[config.mk]
export PLATFORM = sky130hd
export DESIGN_NAME = cecbus_sender
export DESIGN_NICKNAME = d
export VERILOG_FILES = /design/src/rtl/cecbus_pkg.sv /design/src/rtl/cecbus_free_timer.sv /design/src/rtl/cecbus_bit_timer.sv /design/src/rtl/cecbus_slot_sel.sv /design/src/rtl/cecbus_sender.sv
export SDC_FILE = /design/constraint.sdc
export NUM_CORES = 1
export LEC_CHECK = 0
export BUFFER_PORTS_ARGS = -buffer_cell sky130_fd_sc_hd__buf_2
export CAP_MARGIN = 10
export CORE_UTILIZATION = 40
export CTS_BUF_LIST = sky130_fd_sc_hd__clkbuf_16
export CTS_CLUSTER_SIZE = 40
export DETAILED_ROUTE_END_ITERATION = 10
export GPL_ROUTABILITY_DRIVEN = 0
export PLACE_DENSITY = 0.68
export SETUP_SLACK_MARGIN = 0.15
export SYNTH_ARGS = -nofsm -noshare
export SYNTH_HDL_FRONTEND = slang
export SYNTH_SLANG_ARGS = --single-unit
[constraint.sdc]
create_clock -name clk_i -period 3.6 [get_ports clk_i]
set_input_delay 0.18 -clock clk_i [delete_from_list [all_inputs] [get_ports clk_i]]
set_output_delay 0.18 -clock clk_i [all_outputs]
set_load 0.005 [all_outputs]
[src/rtl/cecbus_pkg.sv]
package cecbus_pkg;

  typedef enum logic [1:0] {
    TX_OK     = 2'd0,
    TX_NACK   = 2'd1,
    TX_ARB    = 2'd2,
    TX_LOWDRV = 2'd3
  } tx_status_e;

  typedef enum logic [2:0] {
    S_IDLE  = 3'd0,
    S_WAIT  = 3'd1,
    S_START = 3'd2,
    S_BIT   = 3'd3,
    S_HOLD  = 3'd4
  } tx_state_e;

  localparam logic [3:0] SLOT_EOM   = 4'd8;
  localparam logic [3:0] SLOT_ACK   = 4'd9;
  localparam logic [3:0] ARB_SLOTS  = 4'd4;
  localparam logic [3:0] BCAST_ADDR = 4'hF;

endpackage

[src/rtl/cecbus_free_timer.sv]
module cecbus_free_timer #(
  parameter int unsigned T_BIT_TOTAL = 2400,
  parameter int unsigned FREE_W      = 4,
  localparam int unsigned CNT_W      = $clog2(((1 << FREE_W) - 1) * T_BIT_TOTAL + 2)
) (
  input  logic              clk_i,
  input  logic              rst_ni,
  input  logic              arm_i,
  input  logic              tick_i,
  input  logic              line_i,
  input  logic [FREE_W-1:0] free_bits_i,
  output logic              ok_o
);

  localparam logic [CNT_W-1:0] BT = CNT_W'(T_BIT_TOTAL);

  logic [CNT_W-1:0] cnt_q;
  logic [CNT_W-1:0] thresh;

  assign thresh = CNT_W'(free_bits_i) * BT;
  assign ok_o   = arm_i & tick_i & line_i & (cnt_q >= thresh);

  // counts consecutive high ticks; any low tick restarts the wait
  always_ff @(posedge clk_i or negedge rst_ni) begin
    if (!rst_ni)                 cnt_q <= '0;
    else if (!arm_i)             cnt_q <= '0;
    else if (tick_i) begin
      if (!line_i)               cnt_q <= '0;
      else if (cnt_q < thresh)   cnt_q <= cnt_q + 1'b1;
    end
  end

  p_low_restarts_r3: assert property (@(posedge clk_i) disable iff (!rst_ni)
    (arm_i && tick_i && !line_i) |=> (cnt_q == '0));

endmodule

[src/rtl/cecbus_bit_timer.sv]
module cecbus_bit_timer #(
  parameter int unsigned T_START_LOW   = 3700,
  parameter int unsigned T_START_TOTAL = 4500,
  parameter int unsigned T_BIT0_LOW    = 1500,
  parameter int unsigned T_BIT1_LOW    = 600,
  parameter int unsigned T_BIT_TOTAL   = 2400,
  parameter int unsigned T_SAMPLE_AT   = 850,
  localparam int unsigned TW           = $clog2(T_START_TOTAL + 1)
) (
  input  logic clk_i,
  input  logic rst_ni,
  input  logic clr_i,
  input  logic run_i,
  input  logic tick_i,
  input  logic start_ph_i,
  input  logic one_i,
  output logic rel_o,
  output logic smp_o,
  output logic end_o
);

  logic [TW-1:0] cnt_q;
  logic [TW-1:0] cnt_nx;
  logic [TW-1:0] low_len;
  logic [TW-1:0] total;
  logic          step;

  assign step    = run_i & tick_i;
  assign cnt_nx  = cnt_q + 1'b1;
  assign low_len = start_ph_i ? TW'(T_START_LOW)
                 : (one_i ? TW'(T_BIT1_LOW) : TW'(T_BIT0_LOW));
  assign total   = start_ph_i ? TW'(T_START_TOTAL) : TW'(T_BIT_TOTAL);

  assign rel_o = step & (cnt_nx == low_len);
  assign smp_o = step & ~start_ph_i & (cnt_nx == TW'(T_SAMPLE_AT));
  assign end_o = step & (cnt_nx == total);

  always_ff @(posedge clk_i or negedge rst_ni) begin
    if (!rst_ni)     cnt_q <= '0;
    else if (clr_i)  cnt_q <= '0;
    else if (step)   cnt_q <= cnt_nx;
  end

  p_cnt_in_bit_r5: assert property (@(posedge clk_i) disable iff (!rst_ni)
    (run_i && !start_ph_i) |-> (cnt_q < TW'(T_BIT_TOTAL)));

  p_cnt_in_start_r4: assert property (@(posedge clk_i) disable iff (!rst_ni)
    (run_i && start_ph_i) |-> (cnt_q < TW'(T_START_TOTAL)));

endmodule

[src/rtl/cecbus_slot_sel.sv]
module cecbus_slot_sel
  import cecbus_pkg::*;
#(
  parameter int unsigned MAX_BYTES = 16,
  localparam int unsigned LEN_W    = $clog2(MAX_BYTES + 1),
  localparam int unsigned IDX_W    = (MAX_BYTES > 1) ? $clog2(MAX_BYTES) : 1
) (
  input  logic [MAX_BYTES*8-1:0] msg_i,
  input  logic [LEN_W-1:0]       len_i,
  input  logic [IDX_W-1:0]       byte_i,
  input  logic [3:0]             slot_i,
  output logic                   bit_o,
  output logic                   sampled_o,
  output logic                   last_o,
  output logic                   ack_slot_o,
  output logic                   bcast_o
);

  logic [7:0] bytes [MAX_BYTES];
  logic [7:0] cur;
  logic       last_byte;

  for (genvar i = 0; i < MAX_BYTES; i++) begin : g_unpack
    assign bytes[i] = msg_i[i*8 +: 8];
  end

  assign cur        = bytes[byte_i];
  assign last_byte  = (LEN_W'(byte_i) + LEN_W'(1)) == len_i;
  assign ack_slot_o = (slot_i == SLOT_ACK);
  assign bcast_o    = (bytes[0][3:0] == BCAST_ADDR);
  assign last_o     = last_byte & ack_slot_o;

  always_comb begin
    if (slot_i < SLOT_EOM)        bit_o = cur[3'd7 - slot_i[2:0]];
    else if (slot_i == SLOT_EOM)  bit_o = last_byte;
    else                          bit_o = 1'b1;
  end

  // a released 1 is checked in the arbitration field and in every ack slot
  assign sampled_o = bit_o & (ack_slot_o | ((byte_i == '0) & (slot_i < ARB_SLOTS)));

endmodule

[src/rtl/cecbus_sender.sv]
module cecbus_sender
  import cecbus_pkg::*;
#(
  parameter int unsigned MAX_BYTES     = 16,
  parameter int unsigned FREE_W        = 4,
  parameter int unsigned T_START_LOW   = 3700,
  parameter int unsigned T_START_TOTAL = 4500,
  parameter int unsigned T_BIT0_LOW    = 1500,
  parameter int unsigned T_BIT1_LOW    = 600,
  parameter int unsigned T_BIT_TOTAL   = 2400,
  parameter int unsigned T_SAMPLE_AT   = 850,
  localparam int unsigned LEN_W        = $clog2(MAX_BYTES + 1),
  localparam int unsigned IDX_W        = (MAX_BYTES > 1) ? $clog2(MAX_BYTES) : 1
) (
  input  logic                   clk_i,
  input  logic                   rst_ni,
  input  logic                   tick_i,
  input  logic                   go_i,
  input  logic [MAX_BYTES*8-1:0] msg_i,
  input  logic [LEN_W-1:0]       len_i,
  input  logic [FREE_W-1:0]      free_bits_i,
  input  logic                   line_i,
  output logic                   drive_low_o,
  output logic                   busy_o,
  output logic                   status_valid_o,
  output logic [1:0]             status_o,
  output logic [1:0]             lost_bit_o
);

  tx_state_e        state_q;
  tx_status_e       stat_q;
  logic [IDX_W-1:0] byte_q;
  logic [3:0]       slot_q;
  logic             drive_q;
  logic             nack_q;
  logic             stat_vld_q;
  logic [1:0]       pos_q;

  logic free_ok;
  logic t_rel, t_smp, t_end;
  logic cur_bit, sampled, last, ack_slot, bcast;
  logic low_at_end, nack_end, next_bit, timer_clr, arb_hit;

  cecbus_free_timer #(
    .T_BIT_TOTAL (T_BIT_TOTAL),
    .FREE_W      (FREE_W)
  ) u_free (
    .clk_i       (clk_i),
    .rst_ni      (rst_ni),
    .arm_i       (state_q == S_WAIT),
    .tick_i      (tick_i),
    .line_i      (line_i),
    .free_bits_i (free_bits_i),
    .ok_o        (free_ok)
  );

  cecbus_slot_sel #(
    .MAX_BYTES (MAX_BYTES)
  ) u_sel (
    .msg_i      (msg_i),
    .len_i      (len_i),
    .byte_i     (byte_q),
    .slot_i     (slot_q),
    .bit_o      (cur_bit),
    .sampled_o  (sampled),
    .last_o     (last),
    .ack_slot_o (ack_slot),
    .bcast_o    (bcast)
  );

  cecbus_bit_timer #(
    .T_START_LOW   (T_START_LOW),
    .T_START_TOTAL (T_START_TOTAL),
    .T_BIT0_LOW    (T_BIT0_LOW),
    .T_BIT1_LOW    (T_BIT1_LOW),
    .T_BIT_TOTAL   (T_BIT_TOTAL),
    .T_SAMPLE_AT   (T_SAMPLE_AT)
  ) u_timer (
    .clk_i      (clk_i),
    .rst_ni     (rst_ni),
    .clr_i      (timer_clr),
    .run_i      ((state_q == S_START) || (state_q == S_BIT)),
    .tick_i     (tick_i),
    .start_ph_i (state_q == S_START),
    .one_i      (cur_bit),
    .rel_o      (t_rel),
    .smp_o      (t_smp),
    .end_o      (t_end)
  );

  assign arb_hit    = (state_q == S_BIT) & t_smp & sampled & ~line_i & ~ack_slot;
  assign low_at_end = sampled & ~line_i;
  assign nack_end   = sampled & nack_q;
  assign next_bit   = (state_q == S_BIT) & t_end & ~low_at_end & ~nack_end & ~last;
  assign timer_clr  = ((state_q == S_WAIT) & free_ok)
                    | ((state_q == S_START) & t_end)
                    | next_bit;

  always_ff @(posedge clk_i or negedge rst_ni) begin
    if (!rst_ni) begin
      state_q    <= S_IDLE;
      stat_q     <= TX_OK;
      byte_q     <= '0;
      slot_q     <= '0;
      drive_q    <= 1'b0;
      nack_q     <= 1'b0;
      stat_vld_q <= 1'b0;
      pos_q      <= '0;
    end else begin
      stat_vld_q <= 1'b0;
      unique case (state_q)
        S_IDLE: if (go_i) begin
          state_q <= S_WAIT;
          nack_q  <= 1'b0;
        end
        S_WAIT: if (free_ok) begin
          state_q <= S_START;
          drive_q <= 1'b1;
        end
        S_START: begin
          if (t_end) begin
            state_q <= S_BIT;
            byte_q  <= '0;
            slot_q  <= '0;
            drive_q <= 1'b1;
          end else if (t_rel) begin
            drive_q <= 1'b0;
          end
        end
        S_BIT: begin
          if (arb_hit) begin
            state_q    <= S_IDLE;
            stat_q     <= TX_ARB;
            stat_vld_q <= 1'b1;
            pos_q      <= slot_q[1:0];
            drive_q    <= 1'b0;
          end else begin
            // directed: low = acked; broadcast: low = rejected
            if (t_smp && sampled && ack_slot) nack_q <= bcast ? ~line_i : line_i;
            if (t_end) begin
              if (low_at_end) begin
                state_q <= S_HOLD;
                drive_q <= 1'b0;
              end else if (nack_end || last) begin
                state_q    <= S_IDLE;
                stat_q     <= nack_end ? TX_NACK : TX_OK;
                stat_vld_q <= 1'b1;
                drive_q    <= 1'b0;
              end else begin
                drive_q <= 1'b1;
                if (slot_q == SLOT_ACK) begin
                  slot_q <= '0;
                  byte_q <= byte_q + 1'b1;
                end else begin
                  slot_q <= slot_q + 1'b1;
                end
              end
            end else if (t_rel) begin
              drive_q <= 1'b0;
            end
          end
        end
        S_HOLD: if (line_i) begin
          state_q    <= S_IDLE;
          stat_q     <= TX_LOWDRV;
          stat_vld_q <= 1'b1;
        end
        default: state_q <= S_IDLE;
      endcase
    end
  end

  assign drive_low_o    = drive_q;
  assign busy_o         = (state_q != S_IDLE);
  assign status_valid_o = stat_vld_q;
  assign status_o       = stat_q;
  assign lost_bit_o     = pos_q;

  p_released_when_idle_r1: assert property (@(posedge clk_i) disable iff (!rst_ni)
    !busy_o |-> !drive_low_o);

  p_status_closes_busy_r11: assert property (@(posedge clk_i) disable iff (!rst_ni)
    status_valid_o |-> (!busy_o && $past(busy_o)));

  p_single_strobe_r11: assert property (@(posedge clk_i) disable iff (!rst_ni)
    status_valid_o |=> !status_valid_o);

  p_start_from_high_r2: assert property (@(posedge clk_i) disable iff (!rst_ni)
    ($rose(drive_low_o) && ($past(state_q) == S_WAIT)) |-> $past(line_i));

  p_hold_released_r9: assert property (@(posedge clk_i) disable iff (!rst_ni)
    (state_q == S_HOLD) |-> !drive_low_o);

  p_arb_in_first_byte_r6: assert property (@(posedge clk_i) disable iff (!rst_ni)
    (status_valid_o && (status_o == 2'd2)) |-> ($past(byte_q) == '0));

endmodule

==> qor.yml <==
crit_path_end_kind: "register"
synthSimpleGateAreaFrac_pct: 21.8
synth_xor_area_share_pct: 7.05
rsz0062_at_grt: "true"
status: "finished clean"
core_area_sq_um: 12200
die-area_sq_um: 13200
syn2layout_area_growth_pct: 29.0
wire_per_inst_microns: 16.9
synth-compound-area-share_pct: 16.1
met2_length_microns: 7510
syn_inst: 568
place_ws_ns: -0.232
synthAdderAreaFrac_pct: 8.50
multi_input_area_sq_um: 3820
io_buffers: 148
cp.required_ns: 3.74
dp.final_hpwl_microns: 11900
irDropWorstVdd_mv: 0.232
grt_usage_pct: 23.3
synthFlopType: "dfrtp_1"
cts_tree: "built"
dr.pass1.iters: 6
antenna_cells: 0
antenna_found_initial: 0
synth_edf_count: 0
netlist_area_sq_um: 5090
ys_async_sr_fraction_pct: 100
synth_top_area_cell: "dfrtp_1"
tightest_slew_ns: 0.787
drt_iter0_markers: 274
totalWireLength_microns: 15200
period_share_pct: 98.2
die_h_microns: 115
yosysSeqAreaShare_pct: 23.1
synth-seq-cells: 47
via_per_inst: 5.64
ioPinCount: 149
cts-root-buf: "clkbuf_16"
cp.arrival_ns: 3.67
slew_headroom_pct: 47.2
wirelength_met1_microns: 6630
nets: 902
layout-drive-gt1-share_pct: 37.4
yosys-top-cells-count: "dfrtp_1, nor2_1, ha_1"
seq_area_sq_um: 1180
grt_pass1_wl_microns: 24400
final_area_sq_um: 6570
ant_nets: 0
synth_top_area_share_pct: 23.1
dr_wl_met3_microns: 816
initial_core_util_pct: 41.7
ys_types: 72
synthTopCellsByArea: "dfrtp_1, mux4_2, ha_1"
routed-via-count: 5047
slew_viol_final: 0
crit_type: "in2reg"
dieWidth_microns: 115
fillers: 1125
post-route-util_pct: 53.8
cap_viol_max_count: 0
setup_ws_ns: 0.0646
hold_class: "in2reg"
hold_viol: 0
grt_max_degree: 34
avgSynthCellArea_sq_um: 8.96
power.density_nw_per_um2: 285
htreeDepth: 2
cp_max_fo: 8
clk_latency_ns: 0.29
yosys_warnings: 0
grt_pass1_vias: 4938
remaining_drc_errors: 0
fin_crit_ns: 3.54
fp-row-count: 40
startpoint_type: "input port"
setup_tns_ns: 0
muxShareOfSynthArea_pct: 17.8
finalClockSkew_ns: 0.00790
overflow: 0
synth_nets: 744
cts_buffers: 5
p_leak_nw: 2.92
clkTransAtPathRegs_ns: 0.07
fmaxAchievable_mhz: 283
highest-signal-layer: "met4"
place_area_sq_um: 6190
synth_top_family_by_area: "simple AND/OR/NAND/NOR gates"
finalSetupViolCount: 0
cts_buffer_depth: 2
clkSinkCount: 47
[metal layers]
metal / GRT usage (%) / up-vias
met5: 0 / -
met3: 3.43 / 18
met4: 5.37 / 0
met1: 31.5 / 2435
met2: 39.5 / 156
li1: - / 2438
[cells in the final DEF (no fill, tap or decap), types with 5 or more instances in the layout]
cell type  count
a211oi_1       7
a21o_1         7
a21oi_1       17
a21oi_2        5
and3_1        14
and4_1         6
buf_2        146
buf_4         34
clkbuf_16      5
dfrtp_1       46
ha_1          30
inv_1         27
mux2_2        14
mux2i_1       14
mux4_2        27
nand2_1       29
nand3_1       30
nand4_1       14
nand4b_1       5
nor2_1        46
nor2b_1       14
nor3_1        12
o21ai_0       25
o21ai_1        5
o31ai_1        5
xnor2_1       26
xor2_1        15
[sequential cells by signal, summed over array words and instances (netlist names)]
name and cells:
u_free.cnt_q 16, slot_q 4, status_o 2, lost_bit_o 2, u_timer.cnt_q 13, status_valid_o 1, nack_q 1, drive_low_o 1
state_q 3, byte_q 4
[per-stage QoR]
step	hold slack (ns)	instances	power, W
CTS	0.232	889	0.00184
global placement	0.207	878	0.00123
finish	0.243	895	0.00187
floorplan	-0.116	568	0.00103
detailed placement	0.217	878	0.00127
global route	0.236	895	0.00198
[final timing paths]
path                            slack, ns              end        startpoint  depth (start not counted)
min in group asynchronous            0.42  u_free.cnt_q[3]            rst_ni                          2
worst min-delay path                 0.24       state_q[2]            line_i                          2
worst min register to register       0.48    lost_bit_o[1]     lost_bit_o[1]                          2
worst max-delay path                 0.06  u_free.cnt_q[3]    free_bits_i[3]                         22
max in group asynchronous            2.43        byte_q[0]            rst_ni                          3
worst max register to register       0.36      status_o[0]  u_timer.cnt_q[0]                          9
[worst max-delay path: stages]
cell	delay, ns
buf_8	0.10
ha_4	0.25
inv_2	0.03
fa_2	0.54
inv_4	0.04
ha_4	0.16
a21oi_2	0.10
nor2_1	0.04
nor2_1	0.14
o21bai_1	0.09
a21oi_2	0.17
xor2_1	0.17
ha_1	0.26
a21o_1	0.16
a21o_1	0.16
a21oi_2	0.17
a21boi_4	0.26
and2_4	0.19
buf_8	0.12
nand4_1	0.12
xor2_1	0.16
nor2_1	0.06
[cells by family after synthesis]
family                   count (synthesis)
AND/OR/NAND/NOR                        208
AO/OA/AOI/OAI                          117
buffers and inverters                   66
multiplexers                            55
flip-flops                              47
XOR/XNOR                                41
adder cells (fa/ha/maj)                 34
[repair_timing]
item | 4_1_cts | 5_1_grt
hold endpoints to repair | 24 | 0
buffers inserted | 1 | 6
endpoints found under the setup margin | 23 | 36
gates resized for setup | 6 | 29
hold buffers | 1 | 0
pin swaps | 3 | 35
cloned | 1 | 0
[final cells by class]
class | count | share of cell area [%]
sequential | 47 | 17.9
tap | 168 | 3.20
multi-input combinational | 456 | 58.2
timing repair buffer | 186 | 16.3
clock inverter | 3 | 0.724
inverter | 30 | 1.75
clock buffer | 5 | 1.91
[report_power, final]
group	switching, W	internal, W
sequential	0.0000747	0.000569
clock	0.000213	0.000332
combinational	0.000362	0.000320
Note: power is estimated with default switching activity, not from simulation.
